--- src/rtl/exc_entry_pkg.sv ---
package exc_entry_pkg;
  typedef enum logic [2:0] {
    PH_IDLE = 3'd0,
    PH_VEC  = 3'd1,
    PH_PSR  = 3'd2,
    PH_PPC  = 3'd3,
    PH_JMP  = 3'd4
  } phase_t;
endpackage

--- src/rtl/exc_seq_ctrl.sv ---
module exc_seq_ctrl
  import exc_entry_pkg::*;
(
  input  logic   clk,
  input  logic   rst,
  input  logic   req_valid,
  input  logic   mem_ack,
  output phase_t phase,
  output logic   idle,
  output logic   accept,
  output logic   access,
  output logic   write,
  output logic   jump
);
  phase_t nxt;

  always_ff @(posedge clk) begin
    if (rst) phase <= PH_IDLE;
    else     phase <= nxt;
  end

  always_comb begin
    nxt = phase;
    unique case (phase)
      PH_IDLE: if (req_valid) nxt = PH_VEC;
      PH_VEC:  if (mem_ack)   nxt = PH_PSR;
      PH_PSR:  if (mem_ack)   nxt = PH_PPC;
      PH_PPC:  if (mem_ack)   nxt = PH_JMP;
      PH_JMP:                 nxt = PH_IDLE;
      default:                nxt = PH_IDLE;
    endcase
  end

  assign idle   = (phase == PH_IDLE);
  assign accept = idle && req_valid;
  assign access = (phase == PH_VEC) || (phase == PH_PSR) || (phase == PH_PPC);
  assign write  = (phase == PH_PSR) || (phase == PH_PPC);
  assign jump   = (phase == PH_JMP);


  jump_follows_pc_write_chk: assert property (@(posedge clk) disable iff (rst)
    (phase == PH_PPC && mem_ack) |=> (phase == PH_JMP));

  jump_returns_idle_chk: assert property (@(posedge clk) disable iff (rst)
    (phase == PH_JMP) |=> (phase == PH_IDLE));
endmodule

--- src/rtl/exc_addr_unit.sv ---
module exc_addr_unit
  import exc_entry_pkg::*;
#(
  parameter int XLEN  = 32,
  parameter int VEC_W = 8
) (
  input  logic             clk,
  input  logic             rst,
  input  logic             accept,
  input  phase_t           phase,
  input  logic             mem_ack,
  input  logic [VEC_W-1:0] req_vec,
  input  logic [XLEN-1:0]  req_pc,
  input  logic [XLEN-1:0]  cur_sr,
  input  logic [XLEN-1:0]  cur_sp,
  input  logic [XLEN-1:0]  vec_base,
  input  logic [XLEN-1:0]  mem_rdata,
  output logic [XLEN-1:0]  mem_addr,
  output logic [XLEN-1:0]  mem_wdata,
  output logic [XLEN-1:0]  pc_out,
  output logic [XLEN-1:0]  sp_out
);
  localparam int          WORD_B = 4;
  localparam logic [XLEN-1:0] STEP1 = XLEN'(WORD_B);
  localparam logic [XLEN-1:0] STEP2 = XLEN'(2 * WORD_B);

  logic [VEC_W-1:0] vec_q;
  logic [XLEN-1:0]  pc_q, sr_q, sp_q, base_q, hnd_q;
  logic [XLEN-1:0]  tbl_addr, sr_slot, pc_slot;

  always_ff @(posedge clk) begin
    if (rst) begin
      vec_q  <= '0;
      pc_q   <= '0;
      sr_q   <= '0;
      sp_q   <= '0;
      base_q <= '0;
      hnd_q  <= '0;
    end else begin
      if (accept) begin
        vec_q  <= req_vec;
        pc_q   <= req_pc;
        sr_q   <= cur_sr;
        sp_q   <= cur_sp;
        base_q <= vec_base;
      end
      if (phase == PH_VEC && mem_ack) hnd_q <= mem_rdata;
    end
  end

  assign tbl_addr = base_q + (XLEN'(vec_q) << 2);
  assign sr_slot  = sp_q - STEP1;
  assign pc_slot  = sp_q - STEP2;

  always_comb begin
    mem_addr  = '0;
    mem_wdata = '0;
    unique case (phase)
      PH_VEC: mem_addr = tbl_addr;
      PH_PSR: begin mem_addr = sr_slot; mem_wdata = sr_q; end
      PH_PPC: begin mem_addr = pc_slot; mem_wdata = pc_q; end
      default: ;
    endcase
  end

  assign pc_out = hnd_q;
  assign sp_out = pc_slot;


  sr_slot_order_chk: assert property (@(posedge clk) disable iff (rst)
    (phase == PH_PSR && mem_ack) |=> (mem_addr == $past(mem_addr) - STEP1));
endmodule

--- src/rtl/exc_entry_seq.sv ---
module exc_entry_seq
  import exc_entry_pkg::*;
#(
  parameter int XLEN  = 32,
  parameter int VEC_W = 8
) (
  input  logic             clk,
  input  logic             rst,
  input  logic             req_valid,
  output logic             req_ready,
  input  logic [VEC_W-1:0] req_vec,
  input  logic [XLEN-1:0]  req_pc,
  input  logic [XLEN-1:0]  cur_sr,
  input  logic [XLEN-1:0]  cur_sp,
  input  logic [XLEN-1:0]  vec_base,
  output logic             mem_req,
  output logic             mem_we,
  output logic [XLEN-1:0]  mem_addr,
  output logic [XLEN-1:0]  mem_wdata,
  input  logic [XLEN-1:0]  mem_rdata,
  input  logic             mem_ack,
  output logic [XLEN-1:0]  pc_out,
  output logic             pc_load,
  output logic [XLEN-1:0]  sp_out,
  output logic             sp_load
);
  phase_t phase;
  logic   idle, accept, access, write, jump;

  exc_seq_ctrl u_ctrl (
    .clk       (clk),
    .rst       (rst),
    .req_valid (req_valid),
    .mem_ack   (mem_ack),
    .phase     (phase),
    .idle      (idle),
    .accept    (accept),
    .access    (access),
    .write     (write),
    .jump      (jump)
  );

  exc_addr_unit #(.XLEN(XLEN), .VEC_W(VEC_W)) u_addr (
    .clk       (clk),
    .rst       (rst),
    .accept    (accept),
    .phase     (phase),
    .mem_ack   (mem_ack),
    .req_vec   (req_vec),
    .req_pc    (req_pc),
    .cur_sr    (cur_sr),
    .cur_sp    (cur_sp),
    .vec_base  (vec_base),
    .mem_rdata (mem_rdata),
    .mem_addr  (mem_addr),
    .mem_wdata (mem_wdata),
    .pc_out    (pc_out),
    .sp_out    (sp_out)
  );

  assign req_ready = idle;
  assign mem_req   = access;
  assign mem_we    = write;
  assign pc_load   = jump;
  assign sp_load   = jump;


  read_then_write_chk: assert property (@(posedge clk) disable iff (rst)
    (mem_req && mem_ack && !mem_we) |=> (mem_req && mem_we));

  no_access_in_jump_chk: assert property (@(posedge clk) disable iff (rst)
    $onehot0({pc_load, mem_req}));

  pc_load_after_ack_chk: assert property (@(posedge clk) disable iff (rst)
    pc_load |-> $past(mem_req && mem_we && mem_ack));

  pc_load_single_chk: assert property (@(posedge clk) disable iff (rst)
    pc_load |=> !pc_load);

  busy_after_accept_chk: assert property (@(posedge clk) disable iff (rst)
    (req_valid && req_ready) |=> !req_ready);

  hold_while_wait_chk: assert property (@(posedge clk) disable iff (rst)
    (mem_req && !mem_ack) |=> (mem_req && $stable(mem_addr) && $stable(mem_we)
                               && $stable(mem_wdata)));
endmodule

--- config.mk ---
export PLATFORM = sky130hd
export DESIGN_NAME = exc_entry_seq
export DESIGN_NICKNAME = d
export VERILOG_FILES = /design/src/rtl/exc_entry_pkg.sv /design/src/rtl/exc_seq_ctrl.sv /design/src/rtl/exc_addr_unit.sv /design/src/rtl/exc_entry_seq.sv
export SDC_FILE = /design/constraint.sdc
export NUM_CORES = 1
export LEC_CHECK = 0
export BUFFER_PORTS_ARGS = -buffer_cell sky130_fd_sc_hd__buf_2
export CAP_MARGIN = 20
export CORE_ASPECT_RATIO = 0.7
export CORE_MARGIN = 4
export CORE_UTILIZATION = 45
export DETAILED_ROUTE_END_ITERATION = 8
export PLACE_DENSITY = 0.74
export RECOVER_POWER = 100
export SYNTH_ARGS = -nofsm -noshare
export SYNTH_HDL_FRONTEND = slang
export SYNTH_SLANG_ARGS = --single-unit
--- constraint.sdc ---
create_clock -name clk -period 5.9 [get_ports clk]
set_input_delay 0 -clock clk [delete_from_list [all_inputs] [get_ports clk]]
set_output_delay 0 -clock clk [all_outputs]
set_load 0.02 [all_outputs]
==> results.md <==
* Post-DP HPWL at 20700 um
* Max rail drop VDD at 184 uV
* WL/cell at 17.7 um
* CTS tree: built
* Share of layout cells above drive strength 1 at 0.146
* Count of cell types in the netlist at 59
* Net count, final at 1740
* HP Class: in2reg
* FILL cells at 1636
* Die Y at 123 um
* Mapped cell area at 8540 um^2
* Mapped Avg Cell Area at 7.45 um^2
* I/O pin cnt at 305
* CP max FO at 87
* Worst skew pair latency at 0.42 ns
* Flop-to-flop setup slack at 1.73 ns
* Area of the multi-input gates at 4640 um^2
* Design Area, Final at 12200 um^2
* Clock slew at reported path FFs at 0.07 ns
* Std cell rows at 41
* Routed wire length at 32000 um
* Final Skew at 0.00974 ns
* Starting Density at 0.466
* Synth Flop Type: dfxtp_1
* Max Freq at 0.239 GHz
* Post-synth EDFFs at 0
* ANT nets after route at 0
* WL met2 at 14200 um
* Met3 WL at 3050 um
* Req. time, crit path at 6.01 ns
* Synthesized flop and latch total at 171
* Count leader, synth: nand2_1
* Cell Pwr Density at 279 nW/um^2
* Largest area contributor in the netlist: dfxtp_1
* Final hold violations at 0
* Max Slew Vio Count at 229
* Initial antenna violation count at 0
* CP arrival at 4.29 ns
* Register area at 3420 um^2
* Ys Warns at 0
* Slew @ Worst Pin at 3.89 ns
* Top Layer Used: met4
* Most area-consuming cells after synthesis: dfxtp_1 (40%), nand2_1 (17%), a21oi_1 (11%)
* Vias at 9868
* Die X at 173 um
* Met1 WL at 14000 um
* Gr usage total at 0.287
* DRT Pass-1 Iters at 7
* Post-synth top area share at 0.401
* Max-cap violations at 4
* Crit path time final at 4.18 ns
* DIE AREA at 21300 um^2
* TritonCTS Buffers at 17
* Max Root-Sink Buffers at 2
* First-pass GRT wire length at 50000 um
* # port buffers at 304
* Post-synth ARST share at 0
* Synth top cells by count: nand2_1 (380), a21oi_1 (180), dfxtp_1 (171)
* Area Growth Syn to Fin at 42.2%
* Crit start category: input port
* RSZ-0062 raised after global routing: false
* DR iter-0 viols at 1070
* Vias in the first global route at 9511
* GRT overflow at 0
* Syn_nets at 1330
* Setup bufs post-CTS at 0
* Vias per std cell at 5.47
* CTS root buf: clkbuf_16
* Final worst-path cycle share at 0.709
* Endpoints failing setup at 0
* Failing checks: max-capacitance violations, max-slew violations
* Seq/Total Area, Yosys at 0.401
* Power Total at 3380 uW
* Crit. End Element: flip-flop
* Synth Instances at 1146
* DRC at 0
* Placer Congestion at 0.974
* Setup Crit Path Kind: in2reg
* CTS sink cnt at 171
* Area post-placement at 10000 um^2
* Largest net degree at the start of global routing at 93
* H-tree depth at 4
* Leakage power at 0.00488 uW
* Worst slew margin at -1.59
* Core region area at 18300 um^2
* Status: complete, but fails checks
* Sum Neg Setup Slack at 0 ns
[critical path, cell delays in order]
cell and delay (ns):
clkbuf_2 1.24, clkbuf_1 2.81, a21oi_1 0.16
[cells in the final DEF (no fill, tap or decap), drive strengths merged, types with 3 or more instances in the layout]
cell type and instances:
and2 5, ha 11, or4 3, o31a 5, nor2 33, nand2 381, nand2b 9, buf 185
a22oi 4, nor3 29, xor2 30, a221o 4, o21ai 28, dlygate4sd3 169, clkinv 3, and4 3
a21o 8, nand4 7, a31oi 6, xnor2 26, inv 16, or2 3, a21oi 180, or3 5
nor3b 4, o22ai 9, bufinv 4, nor2b 4, o221ai 8, nor4 6, o211ai 4, nand3 12
dfxtp 171, clkbuf 145, a22o 34
[cell type report]
cell class	instances	share of cell area
multi-input cells	874	0.382
flip-flops and latches	171	0.282
repair buffers	481	0.256
clock buffers	18	0.0353
well taps	236	0.0243
clock inverters	13	0.0171
inverters	11	0.00340
diodes	1	0.000206
[power by group]
group,internal (uW),switching [uW]
clock,722,509
combinational,315,519
sequential,1230,85.9
[metrics by stage]
stage               hold slack (ns)   util  cells  worst slack, ns
finish                        0.103  0.663   1805             1.72
global route                  0.122  0.663   1804             1.31
CTS                           0.103  0.675   1804             2.31
detailed placement            0.245  0.548   1604             2.78
global placement              0.239  0.548   1604             2.87
floorplan                     0.136      -   1146             3.52
[registers in the layout (all words and copies together), names as in the netlist]
name           flops
u_addr.pc_out     32
u_addr.sp_q       32
u_addr.pc_q       32
u_addr.sr_q       32
u_ctrl.phase       3
u_addr.vec_q       8
u_addr.base_q     32
[timing repair]
action / 4_1_cts / 5_1_grt
endpoints found under the hold margin: 169 / 0
gates resized for setup: 0 / 0
hold buffers: 169 / 0
[routing by layer]
metal	vias up	GRT usage
li1	4702	-
met1	4532	0.390
met2	553	0.448
met3	81	0.0761
met4	0	0.0957
met5	-	0
[kinds of logic after synthesis]
| logic type | Yosys count | share of synthesized area |
|---|---|---|
| xor+xnor | 56 | 0.0574 |
| fa+ha+maj | 12 | 0.0185 |
| compound gates | 297 | 0.211 |
| buf+inv | 101 | 0.0524 |
| simple gates | 506 | 0.256 |
| flops | 171 | 0.401 |
| mux | 3 | 0.00366 |
[path summary, 6_finish.rpt]
path / from / depth (start not counted) / endpoint
max: rst / 3 / u_addr.sr_q[18]
min: req_valid / 4 / u_ctrl.phase[0]
max reg2reg: u_ctrl.phase[1] / 5 / u_addr.pc_q[21]
min reg2reg: u_addr.pc_q[28] / 2 / u_addr.pc_q[28]
Note: power is estimated with default switching activity, not from simulation.
